===== src/rtl/gpirq_pkg.sv =====
package gpirq_pkg;

    typedef enum logic [2:0] {
        TRIG_OFF  = 3'd0,
        TRIG_HIGH = 3'd1,
        TRIG_LOW  = 3'd2,
        TRIG_ONE  = 3'd3,
        TRIG_RSV  = 3'd4,
        TRIG_RISE = 3'd5,
        TRIG_FALL = 3'd6,
        TRIG_BOTH = 3'd7
    } trig_e;

    localparam int TRIG_W = 3;

    localparam int OFS_CFG    = 120;
    localparam int OFS_SEL    = 124;
    localparam int OFS_MASK   = 128;
    localparam int OFS_ACK    = 132;
    localparam int OFS_RAW    = 136;
    localparam int OFS_MASKED = 140;

    typedef struct packed {
        logic rise;
        logic fall;
    } edge_t;

    function automatic logic trig_is_edge(trig_e m);
        return (m == TRIG_RISE) || (m == TRIG_FALL) || (m == TRIG_BOTH);
    endfunction

    function automatic logic trig_level(trig_e m, logic pin);
        logic r;
        case (m)
            TRIG_HIGH: r = pin;
            TRIG_LOW:  r = ~pin;
            TRIG_ONE:  r = 1'b1;
            default:   r = 1'b0;
        endcase
        return r;
    endfunction

    function automatic logic trig_event(trig_e m, edge_t e);
        logic r;
        case (m)
            TRIG_RISE: r = e.rise;
            TRIG_FALL: r = e.fall;
            TRIG_BOTH: r = e.rise | e.fall;
            default:   r = 1'b0;
        endcase
        return r;
    endfunction

endpackage


===== src/rtl/gpirq_sync.sv =====
module gpirq_sync #(
    parameter int W = 128
) (
    input  logic         clk,
    input  logic         rst,
    input  logic [W-1:0] d_i,
    output logic [W-1:0] q_o
);
    logic [W-1:0] s1_q;
    logic [W-1:0] s2_q;

    always_ff @(posedge clk) begin
        if (rst) begin
            s1_q <= '0;
            s2_q <= '0;
        end else begin
            s1_q <= d_i;
            s2_q <= s1_q;
        end
    end

    assign q_o = s2_q;

    // second stage follows the first one cycle later
    a_r11_two_stage: assert property (@(posedge clk) disable iff (rst)
        !$past(rst) |-> (s2_q == $past(s1_q)));

endmodule


===== src/rtl/gpirq_slot.sv =====
module gpirq_slot
    import gpirq_pkg::*;
#(
    parameter int NCAND = 16,
    parameter int SEL_W = $clog2(NCAND)
) (
    input  logic             clk,
    input  logic             rst,
    input  logic [NCAND-1:0] cand_i,
    input  logic [SEL_W-1:0] sel_i,
    input  trig_e            mode_i,
    input  logic             ack_i,
    output logic             raw_o
);
    logic  pin;
    logic  prev_q;
    logic  st_q;
    logic  is_edge;
    logic  evt;
    edge_t edges;

    always_comb begin
        pin        = cand_i[sel_i];
        edges.rise = pin & ~prev_q;
        edges.fall = ~pin & prev_q;
        is_edge    = trig_is_edge(mode_i);
        evt        = trig_event(mode_i, edges);
        raw_o      = is_edge ? st_q : trig_level(mode_i, pin);
    end

    always_ff @(posedge clk) begin
        if (rst) begin
            prev_q <= 1'b0;
            st_q   <= 1'b0;
        end else begin
            prev_q <= pin;
            if (is_edge) st_q <= (st_q & ~ack_i) | evt;
            else         st_q <= 1'b0;
        end
    end

    // a latched edge survives until acknowledged
    a_r5_hold: assert property (@(posedge clk) disable iff (rst)
        (is_edge && st_q && !ack_i) |=> st_q);

    // leaving the edge codes drops the latch
    a_r5_clear: assert property (@(posedge clk) disable iff (rst)
        !is_edge |=> !st_q);

    // an edge wins against a coincident acknowledge
    a_r8_race: assert property (@(posedge clk) disable iff (rst)
        (is_edge && evt && ack_i) |=> st_q);

endmodule


===== src/rtl/gpirq_regs.sv =====
module gpirq_regs
    import gpirq_pkg::*;
#(
    parameter int NUM_GRP = 8,
    parameter int SEL_W   = 4,
    parameter int ADDR_W  = 8,
    parameter int DATA_W  = 32
) (
    input  logic                       clk,
    input  logic                       rst,
    input  logic                       wen_i,
    input  logic [ADDR_W-1:0]          addr_i,
    input  logic [DATA_W-1:0]          wdata_i,
    input  logic [NUM_GRP-1:0]         raw_i,
    output logic [DATA_W-1:0]          rdata_o,
    output logic [TRIG_W*NUM_GRP-1:0]  cfg_o,
    output logic [SEL_W*NUM_GRP-1:0]   sel_o,
    output logic [NUM_GRP-1:0]         masked_o,
    output logic [NUM_GRP-1:0]         ack_o
);
    localparam int CFG_BITS = TRIG_W * NUM_GRP;
    localparam int SEL_BITS = SEL_W * NUM_GRP;
    localparam logic [ADDR_W-1:0] A_CFG    = ADDR_W'(OFS_CFG);
    localparam logic [ADDR_W-1:0] A_SEL    = ADDR_W'(OFS_SEL);
    localparam logic [ADDR_W-1:0] A_MASK   = ADDR_W'(OFS_MASK);
    localparam logic [ADDR_W-1:0] A_ACK    = ADDR_W'(OFS_ACK);
    localparam logic [ADDR_W-1:0] A_RAW    = ADDR_W'(OFS_RAW);
    localparam logic [ADDR_W-1:0] A_MASKED = ADDR_W'(OFS_MASKED);

    logic [CFG_BITS-1:0] cfg_q;
    logic [SEL_BITS-1:0] sel_q;
    logic [NUM_GRP-1:0]  mask_q;

    always_ff @(posedge clk) begin
        if (rst) begin
            cfg_q  <= '0;
            sel_q  <= '0;
            mask_q <= '0;
        end else if (wen_i) begin
            if (addr_i == A_CFG)  cfg_q  <= wdata_i[CFG_BITS-1:0];
            if (addr_i == A_SEL)  sel_q  <= wdata_i[SEL_BITS-1:0];
            if (addr_i == A_MASK) mask_q <= wdata_i[NUM_GRP-1:0];
        end
    end

    always_comb begin
        ack_o    = (wen_i && addr_i == A_ACK) ? wdata_i[NUM_GRP-1:0] : '0;
        masked_o = raw_i & mask_q;
        rdata_o  = '0;
        if (addr_i == A_CFG)         rdata_o[CFG_BITS-1:0] = cfg_q;
        else if (addr_i == A_SEL)    rdata_o[SEL_BITS-1:0] = sel_q;
        else if (addr_i == A_MASK)   rdata_o[NUM_GRP-1:0]  = mask_q;
        else if (addr_i == A_RAW)    rdata_o[NUM_GRP-1:0]  = raw_i;
        else if (addr_i == A_MASKED) rdata_o[NUM_GRP-1:0]  = masked_o;
    end

    assign cfg_o = cfg_q;
    assign sel_o = sel_q;

    // configuration only moves on a write to its own address
    a_r2_cfg_hold: assert property (@(posedge clk) disable iff (rst)
        !(wen_i && addr_i == A_CFG) |=> $stable(cfg_q));

    // mask only moves on a write to its own address
    a_r2_mask_hold: assert property (@(posedge clk) disable iff (rst)
        !(wen_i && addr_i == A_MASK) |=> $stable(mask_q));

endmodule


===== src/rtl/gpio_group_irq.sv =====
module gpio_group_irq
    import gpirq_pkg::*;
#(
    parameter int NUM_PORTS = 4,
    parameter int PORT_W    = 32,
    parameter int NUM_GRP   = 8,
    parameter int ADDR_W    = 8,
    parameter int DATA_W    = 32
) (
    input  logic                        clk,
    input  logic                        rst,
    input  logic [NUM_PORTS*PORT_W-1:0] pins_i,
    input  logic                        bus_wen,
    input  logic [ADDR_W-1:0]           bus_addr,
    input  logic [DATA_W-1:0]           bus_wdata,
    output logic [DATA_W-1:0]           bus_rdata,
    output logic                        irq_o
);
    localparam int PIN_N    = NUM_PORTS * PORT_W;
    localparam int PER_PORT = PORT_W / NUM_GRP;
    localparam int NCAND    = NUM_PORTS * PER_PORT;
    localparam int SEL_W    = $clog2(NCAND);

    logic [PIN_N-1:0]                 pin_s;
    logic [NUM_GRP-1:0][NCAND-1:0]    cand;
    logic [TRIG_W*NUM_GRP-1:0]        cfg;
    logic [SEL_W*NUM_GRP-1:0]         sel;
    logic [NUM_GRP-1:0]               raw;
    logic [NUM_GRP-1:0]               masked;
    logic [NUM_GRP-1:0]               ack;
    logic                             irq_q;

    gpirq_sync #(.W(PIN_N)) u_sync (
        .clk (clk),
        .rst (rst),
        .d_i (pins_i),
        .q_o (pin_s)
    );

    for (genvar g = 0; g < NUM_GRP; g++) begin : g_slot
        for (genvar p = 0; p < NUM_PORTS; p++) begin : g_port
            for (genvar i = 0; i < PER_PORT; i++) begin : g_cand
                assign cand[g][p*PER_PORT + i] = pin_s[p*PORT_W + i*NUM_GRP + g];
            end
        end

        gpirq_slot #(.NCAND(NCAND), .SEL_W(SEL_W)) u_slot (
            .clk    (clk),
            .rst    (rst),
            .cand_i (cand[g]),
            .sel_i  (sel[g*SEL_W +: SEL_W]),
            .mode_i (trig_e'(cfg[g*TRIG_W +: TRIG_W])),
            .ack_i  (ack[g]),
            .raw_o  (raw[g])
        );
    end

    gpirq_regs #(
        .NUM_GRP (NUM_GRP),
        .SEL_W   (SEL_W),
        .ADDR_W  (ADDR_W),
        .DATA_W  (DATA_W)
    ) u_regs (
        .clk      (clk),
        .rst      (rst),
        .wen_i    (bus_wen),
        .addr_i   (bus_addr),
        .wdata_i  (bus_wdata),
        .raw_i    (raw),
        .rdata_o  (bus_rdata),
        .cfg_o    (cfg),
        .sel_o    (sel),
        .masked_o (masked),
        .ack_o    (ack)
    );

    always_ff @(posedge clk) begin
        if (rst) irq_q <= 1'b0;
        else     irq_q <= |masked;
    end

    assign irq_o = irq_q;

    // interrupt line is the masked status delayed by one register
    a_r10_irq_follows: assert property (@(posedge clk) disable iff (rst)
        !$past(rst) |-> (irq_o == $past(|masked)));

    // nothing masked means the line drops one cycle later
    a_r9_mask_blocks: assert property (@(posedge clk) disable iff (rst)
        (masked == '0) |=> !irq_o);

endmodule


===== config.mk =====
export PLATFORM = sky130hd
export DESIGN_NAME = gpio_group_irq
export DESIGN_NICKNAME = d
export VERILOG_FILES = /design/src/rtl/gpirq_pkg.sv /design/src/rtl/gpirq_sync.sv /design/src/rtl/gpirq_slot.sv /design/src/rtl/gpirq_regs.sv /design/src/rtl/gpio_group_irq.sv
export SDC_FILE = /design/constraint.sdc
export NUM_CORES = 1
export LEC_CHECK = 0
export ABC_AREA = 0
export BUFFER_PORTS_ARGS = -buffer_cell sky130_fd_sc_hd__buf_2
export CAP_MARGIN = 20
export CORE_UTILIZATION = 24
export DETAILED_ROUTE_END_ITERATION = 6
export PLACE_DENSITY = 0.5
export REMOVE_ABC_BUFFERS = 1
export SYNTH_ARGS = -nofsm -noshare
export SYNTH_HDL_FRONTEND = slang
export SYNTH_SLANG_ARGS = --single-unit
export TNS_END_PERCENT = 20

===== constraint.sdc =====
create_clock -name clk -period 3.4 [get_ports clk]
set_clock_uncertainty 0.2 [all_clocks]
set_input_delay 0.68 -clock clk [delete_from_list [all_inputs] [get_ports clk]]
set_output_delay 0.68 -clock clk [all_outputs]
set_load 0.02 [all_outputs]

==> flow_summary.ini, run 1 <==
[outcome]
outcome = finished, violations left
violations = setup timing

[setup_path]
critPathMaxStageDelay_ns = 0.57
crit_fanout = 5
r2r-start = u_regs.sel_o[26]
crit_type = flop to primary output
path_cells = mux4_1 > mux4_2 > a21o_1 > o41ai_2 > a221oi_2 > nor2_1 > buf_4
startpoint = u_regs.sel_o[14]
cp.arrival_ns = 3.01
cpMaxStageDelayCell = mux4_2
worst_setup_path_start_kind = flop
worstSetupEndpointType = primary output
required_ns = 2.52

[floorplanning]
rows = 80
dieArea_sq_um = 50000
die_w_um = 224
die_h_um = 224
initial_utilization = 0.245
pin_count = 204
core_sq_um = 48100

[global_route]
gr-total-overflow = 0
grt_pass1_wl_um = 47800
antenna_found_initial = 4
grt_max_degree = 94
grt_pass1_vias = 8471
track_usage = 0.125

[routing]
post_drt_wl_per_cell_um = 15.3
drc_errors = 0
initialDrtViolationCount = 401
drt-vias-per-instance = 4.14
postRouteAntennaNets = 0
dr_total_vias = 8324
drt-pass1-iter-count = 5
routed_wl_um = 30900

[cells_and_area]
area_growth_pct = 29.1
drive_gt1_frac = 0.284
nets = 1520

[yosys]
synth.area.mux_share = 0.0858
yosys-top-cells-area = dfxtp_1 57%, nor2b_1 14%, mux4_2 6.9%, nand2_1 4.0%, a21oi_1 2.8%
ys_ff_latch = 337
ys.flop_type = dfxtp_1
synth_edf_count = 0
ys_async_sr_fraction = 0
synth_fa_ha_area_frac = 0.0170
synthXorXnorAreaFrac = 0
yosys.cell_types.count = 45
syn_area_sq_um = 11800
synth_top_area_cell = dfxtp_1
syn_avg_cell_area_sq_um = 10.7
synth_seq_area_share = 0.572
synth_compound_area_frac = 0.0688
synth_top_family_by_area = simple AND/OR/NAND/NOR gates
syn_inst = 1105
yosysTopAreaCellShare = 0.572
yosys_warnings = 0
yosys.area_share.simple = 0.229

[pwr]
p_per_area_nw_per_um2 = 560
total_power_mw = 8.53
cellLeakagePower_nw = 6.05
peakVddDrop_mv = 0.269

[placed_design]
routabilityCongestion = 0.786
port_buffers = 203
hpwlAfterDp_um = 21900
dp_worst_setup_slack_ns = -0.222

[sta]
tns_ns = -3.50
period_minus_slack_ns = 3.89
relSlewSlack = 0.536
setup-violations-final = 8
slew_viol_final = 0
hold_viol_final = 0
tightest_slew_ns = 0.697
rsz0062_at_grt = yes
post-route-period-util = 1.15
setup_ws_ns = -0.493
fmax_mhz = 257

[worst_hold_path]
min_from = pins_i[125]
holdCritPathClass = primary input to flop

[clock_tree]
cts.clk_slew.worst_paths_ns = 0.06
ctsHoldBuffers = 0
cts-root-buf = clkbuf_16
h-tree-depth = 2
clkSinkCount = 337
cts_tree = yes
clkLatencyLatePin_ns = 0.55
cts_buffers = 39
clock_path_buffers = 3

[flow_run]
maxCapViolations = 0
==> cell type report <==
cell class                 instances  area (sq um)
antenna                            1          2.50
clock buffer                      49          1070
clock inverter                    15           156
fill                            5010         32900
inverter                          18          67.6
multi-input combinational        689          4880
sequential                       337          6780
tap                              656           821
timing repair buffer             248          1460
==> cell usage in the layout, fill, tap and decap left out, types with 14 or more instances in the layout <==
master,count
dfxtp_1,328
nor2b_1,266
buf_2,195
ha_1,16
buf_4,46
a22o_1,14
nand2_1,127
inv_1,17
a21oi_1,65
nor2_1,51
mux4_2,37
clkbuf_16,40
==> where the power goes <==
part | leakage (nW) | total [mW] | internal, mW | switching [mW]
sequential | 2.78 | 4.12 | 4.09 | 0.0351
combinational | 2.67 | 0.371 | 0.198 | 0.173
clock | 0.603 | 4.04 | 2.39 | 1.65
==> routing by layer <==
metal,vias up,global-route usage,part of all wire
met5,-,0,0.0012
met4,6,0.0455,0.025
met3,55,0.0329,0.060
met2,197,0.204,0.47
met1,3928,0.159,0.45
li1,4138,-,-
==> worst max-delay path: cells and delay by family (launching register included) <==
kind	cells	cell delay, ns
AO/OA/AOI/OAI	3	0.63
flip-flops	1	0.38
multiplexers	2	1.12
AND/OR/NAND/NOR	1	0.16
buffers and inverters	1	0.17
==> stage by stage <==
step / instance area, sq um / hold WS [ns] / instances / utilization
2_1_floorplan: 11500 / 0.214 / 1044 / -
3_3_place_gp: 13800 / 0.220 / 1946 / 0.287
3_5_place_dp: 13800 / 0.222 / 1946 / 0.287
4_1_cts: 15200 / 0.0987 / 2011 / 0.315
5_1_grt: 15200 / 0.111 / 2013 / 0.316
6_report: 15200 / 0.139 / 2013 / 0.316
==> state kept, by name, indices dropped and copies added, names as in the netlist <==
signal	count
u_regs.cfg_o	24
u_regs.sel_o	32
g_slot.u_slot.st_q	8
irq_o	1
g_slot.u_slot.prev_q	8
u_regs.mask_q	8
u_sync.s1_q	128
u_sync.q_o	128
==> Yosys cell counts (3+ instances only) <==
cell,instances
nor3_1,10
a221oi_1,15
nand2_1,127
nor2_1,55
nor2b_1,266
clkbuf_1,54
inv_1,17
ha_1,16
nor4b_1,10
o41ai_1,7
a21oi_1,65
nor3_2,4
a22o_1,14
dfxtp_1,337
a21o_1,7
mux4_1,3
and2b_1,4
o22ai_1,9
buf_2,3
nand3_1,3
mux2i_1,10
mux4_2,36
and2_1,9
==> final timing paths <==
kind,endpoint,slack [ns],depth (start not counted)
max,bus_rdata[3],-0.49,7
max reg2reg,irq_o,0.56,6
min reg2reg,u_sync.q_o[2],0.23,1
min,u_sync.s1_q[125],0.14,2
==> timing repair <==
item,4_1_cts,5_1_grt
resized for setup,41,9
setup buffers,1,1
setup endpoints to repair,8,8
pin swaps,9,7
==> kinds of logic after synthesis <==
family | Yosys count
and+or+nand+nor | 497
DFF | 337
AOI/OAI and AO/OA | 125
buffers and inverters | 79
muxes | 51
adders and majority gates | 16
(Power assumes the default switching activity.)
==> run 2: changes to the inputs <==
Settings changed: CORE_UTILIZATION 24 to 55, PLACE_DENSITY 0.5 to 0.87.
==> run 2 against run 1 <==
Compared with the run above:
- the flow still finishes with violations (setup timing)
- sequential share of layout area grew 2.8 points
- utilization grew 37 points
- die area shrank 56%
- critical path depth is the same
- clock-buffer cell count shrank 3
- register-to-register slack lost 0.15 ns
- critical endpoint unchanged
- largest cell class unchanged
- largest power group unchanged
==> flow_summary.ini, run 2 (synthesis gave the netlist of run 1 again) <==
[floorplanning]
initial_utilization = 0.561
rows = 53
dieArea_sq_um = 22000
die_w_um = 148
die_h_um = 148
pin_count = 204
core_sq_um = 21000

[cells_and_area]
final_area_sq_um = 14300
mostFrequentLayoutCells = 329 x dfxtp_1, 266 x nor2b_1, 195 x buf_2
utilization = 0.682
final_common_cell = dfxtp_1
drive_gt1_frac = 0.261
nets = 1495
diodes = 0
area_growth_pct = 21.6

[sta]
rsz0062_at_grt = yes
tightest_slew_ns = 0.561
period_minus_slack_ns = 3.87
setup-violations-final = 8
hold_viol_final = 0
slew_viol_final = 0
fmax_mhz = 259
post-route-period-util = 1.14
relSlewSlack = 0.625
setup_ws_ns = -0.468

[flow_run]
maxCapViolations = 0

[clock_tree]
cts.clk_slew.worst_paths_ns = 0.06
clkLatencyLatePin_ns = 0.51
cts_tree = yes
cts_buffers = 34
ctsHoldBuffers = 0
cts-root-buf = clkbuf_16
clock_path_buffers = 3
h-tree-depth = 2
clkSinkCount = 337

[setup_path]
required_ns = 2.52
cpMaxStageDelayCell = mux4_2
worstSetupEndpointType = primary output
crit_type = flop to primary output
crit_fanout = 5
path_cells = mux4_2 > mux4_2 > a21o_1 > o41ai_2 > a221oi_2 > nor2_1 > buf_4
worst_setup_path_start_kind = flop
critPathMaxStageDelay_ns = 0.56
cp_common_cell = mux4_2
crit_buf_inv = 1
crit_family = multiplexers
cp.arrival_ns = 2.99

[routing]
post_drt_wl_per_cell_um = 15.3
dr_total_vias = 8235
initialDrtViolationCount = 429
drc_errors = 0
drt-pass1-iter-count = 4
routed_wl_um = 24600
drt-vias-per-instance = 5.13
postRouteAntennaNets = 0

[pwr]
p_sw_mw = 1.69
clkPwrFrac = 0.446
p_sw_frac = 0.209
peakVddDrop_mv = 0.399
p_seq_frac = 0.511
combPwrFrac = 0.043
cellLeakagePower_nw = 5.86
p_per_area_nw_per_um2 = 563
p_int_mw = 6.38

[global_route]
grt_max_degree = 106
grt_pass1_vias = 8151
gr-total-overflow = 0
grt_pass1_wl_um = 39600
antenna_found_initial = 0
track_usage = 0.226

[placed_design]
routabilityCongestion = 0.859
postPlaceCellArea_sq_um = 13100
port_buffers = 203
hpwlAfterDp_um = 16700

[outcome]
outcome = finished, violations left
violations = setup timing

[worst_hold_path]
holdCritPathClass = primary input to flop
-- run 2: worst register-to-register path, stage by stage (launching register included) --
cell	delay [ns]
dfxtp_4	0.39
mux4_2	0.51
mux4_2	0.56
buf_6	0.16
nor3_4	0.20
nor3_2	0.08
a2111oi_1	0.56
a31oi_1	0.19
-- run 2: metrics by stage --
stage                     std cells  hold WS [ns]  setup TNS [ns]  setup slack [ns]  power, mW
after floorplan                1044         0.214               0             0.144       4.35
after global placement         1546         0.218          -0.643            -0.153       4.55
after detailed placement       1546         0.220          -0.933            -0.164       4.56
after CTS                      1606         0.156           -3.29            -0.486       8.14
after global routing           1606         0.161           -4.02            -0.560       8.35
final                          1606         0.167           -3.15            -0.468       8.07
-- run 2: power groups by stage --
| stage | clock network [mW] | registers, mW | logic, mW |
|---|---|---|---|
| after floorplan | 0 | 4.20 | 0.149 |
| final | 3.60 | 4.12 | 0.349 |
| after detailed placement | 0 | 4.22 | 0.345 |
| after global routing | 3.83 | 4.14 | 0.387 |
| after global placement | 0 | 4.21 | 0.335 |
| after CTS | 3.67 | 4.13 | 0.350 |
-- run 2: area by class of cell --
class	count	area [sq um]
Clock buffer	46	936
Clock inverter	13	149
Fill cell	1521	6680
Inverter	18	67.6
Multi-Input combinational cell	689	4800
Sequential cell	337	6770
Tap cell	275	344
Timing Repair Buffer	228	1270
-- run 2: worst paths after layout --
path | startpoint | to | slack [ns] | depth (start not counted)
hold / removal | pins_i[102] | u_sync.s1_q[102] | 0.17 | 2
hold reg to reg | u_sync.s1_q[25] | u_sync.q_o[25] | 0.23 | 1
setup reg to reg | u_regs.sel_o[14] | irq_o | 0.41 | 7
setup / recovery | u_regs.sel_o[14] | bus_rdata[3] | -0.47 | 7
-- run 2: what timing repair did --
action	4_1_cts	5_1_grt
gates cloned	0	0
hold endpoints to repair	0	0
resized for setup	27	10
pin swaps	10	3
setup endpoints to repair	8	8
setup buffers	1	0
-- run 2: per-layer routing --
| metal | routed length (um) | GRT usage |
|---|---|---|
| met4 | 548 | 0.0763 |
| met3 | 1490 | 0.0457 |
| met1 | 10600 | 0.288 |
| met5 | 0 | 0 |
| met2 | 12000 | 0.381 |
==> run 3: changes to the inputs <==
Settings changed: CORE_ASPECT_RATIO set to 0.6.
==> run 3 against run 2 <==
Compared with the run above:
- the run still ends with setup timing left
- power fell by 1.8%
- sequential share of layout area about the same
- cell area about the same
- largest cell class unchanged
==> flow_summary.ini, run 3 (synthesis gave the netlist of run 1 again) <==
[routing]
dr_total_vias = 8305
drt-pass1-iter-count = 5
initialDrtViolationCount = 550
post_drt_wl_per_cell_um = 16.0
drt-vias-per-instance = 5.17
postRouteAntennaNets = 0
routed_wl_um = 25800
drc_errors = 0

[sta]
setup_ws_ns = -0.467
setup-violations-final = 8
rsz0062_at_grt = yes
fmax_mhz = 259
relSlewSlack = 0.522
slew_viol_final = 0
hold_viol_final = 0
tns_ns = -3.20
period_minus_slack_ns = 3.87
post-route-period-util = 1.14
tightest_slew_ns = 0.717

[cells_and_area]
nets = 1494
drive_gt1_frac = 0.266
area_growth_pct = 21.6
final_common_cell = dfxtp_1
mostFrequentLayoutCells = 328 x dfxtp_1, 266 x nor2b_1, 196 x buf_2

[setup_path]
cp.arrival_ns = 2.99
worstSetupEndpointType = primary output
required_ns = 2.52
worst_setup_path_start_kind = flop
reg2reg_slack_ns = 0.38
crit_type = flop to primary output
crit_fanout = 5

[pwr]
p_per_area_nw_per_um2 = 553
peakVddDrop_mv = 0.461
cellLeakagePower_nw = 5.83

[worst_hold_path]
holdCritPathClass = primary input to flop

[clock_tree]
clkLatencyLatePin_ns = 0.54
cts_buffers = 28
h-tree-depth = 1
cts-root-buf = clkbuf_16
ctsHoldBuffers = 0
clkSinkCount = 337
cts.clk_slew.worst_paths_ns = 0.07
clock_path_buffers = 3
cts_tree = yes

[floorplanning]
die_h_um = 115
initial_utilization = 0.561
dieArea_sq_um = 22100
die_w_um = 191
core_sq_um = 21000
pin_count = 204
rows = 41

[placed_design]
hpwlAfterDp_um = 17600
dp_worst_setup_slack_ns = -0.228
routabilityCongestion = 0.936
port_buffers = 203

[global_route]
grt_pass1_wl_um = 40100
gr-total-overflow = 0
track_usage = 0.231
grt_max_degree = 119
antenna_found_initial = 2
grt_pass1_vias = 7852

[outcome]
outcome = finished, violations left
violations = setup timing

[flow_run]
maxCapViolations = 0
-- run 3: repair_timing --
action / CTS / global route
buffers inserted: 3 / 0
setup endpoints to repair: 8 / 8
pin swaps: 6 / 2
resized for setup: 36 / 11
gates cloned: 0 / 0
-- run 3: where the power goes --
group	switching, mW	internal [mW]	total [mW]
clock network	1.41	2.03	3.45
logic	0.161	0.193	0.355
registers	0.0395	4.08	4.12
-- run 3: path summary, 6_finish.rpt --
path | startpoint | endpoint | cells after the start
max | u_regs.sel_o[6] | bus_rdata[1] | 7
min | pins_i[3] | u_sync.s1_q[3] | 2
max reg2reg | u_regs.sel_o[14] | g_slot[3].u_slot.st_q | 9
min reg2reg | u_sync.s1_q[80] | u_sync.q_o[80] | 1
-- run 3: area by class of cell --
| class | instances | area [sq um] |
|---|---|---|
| Tap cell | 279 | 349 |
| Inverter | 18 | 67.6 |
| Fill cell | 1577 | 6690 |
| Antenna cell | 1 | 2.50 |
| Multi-Input combinational cell | 689 | 4850 |
| Clock inverter | 13 | 211 |
| Timing Repair Buffer | 233 | 1290 |
| Sequential cell | 337 | 6780 |
| Clock buffer | 37 | 796 |
-- run 3: worst max-delay path, stage by stage, from the launching register on --
cell and delay (ns):
dfxtp_4 0.39, mux4_2 0.50, mux4_2 0.59, a21o_1 0.23, o41ai_1 0.29, a221oi_1 0.13, nor2_1 0.16, buf_4 0.17
-- run 3: routing by layer --
layer  vias to the layer above  share of wire  GRT usage
li1                       4076              -          -
met1                      3813           0.46      0.331
met2                       352           0.43      0.349
met3                        62          0.086     0.0536
met4                         2          0.026     0.0709
met5                         -        0.00039          0
-- run 3: stage by stage --
step / area [sq um] / std cells / power (mW) / util / hold slack [ns]
2_1_floorplan: 11500 / 1044 / 4.35 / - / 0.214
3_3_place_gp: 13100 / 1553 / 4.55 / 0.625 / 0.219
3_5_place_dp: 13100 / 1553 / 4.57 / 0.625 / 0.220
4_1_cts: 14300 / 1606 / 7.99 / 0.680 / 0.130
5_1_grt: 14300 / 1606 / 8.21 / 0.682 / 0.133
6_report: 14300 / 1607 / 7.93 / 0.682 / 0.146
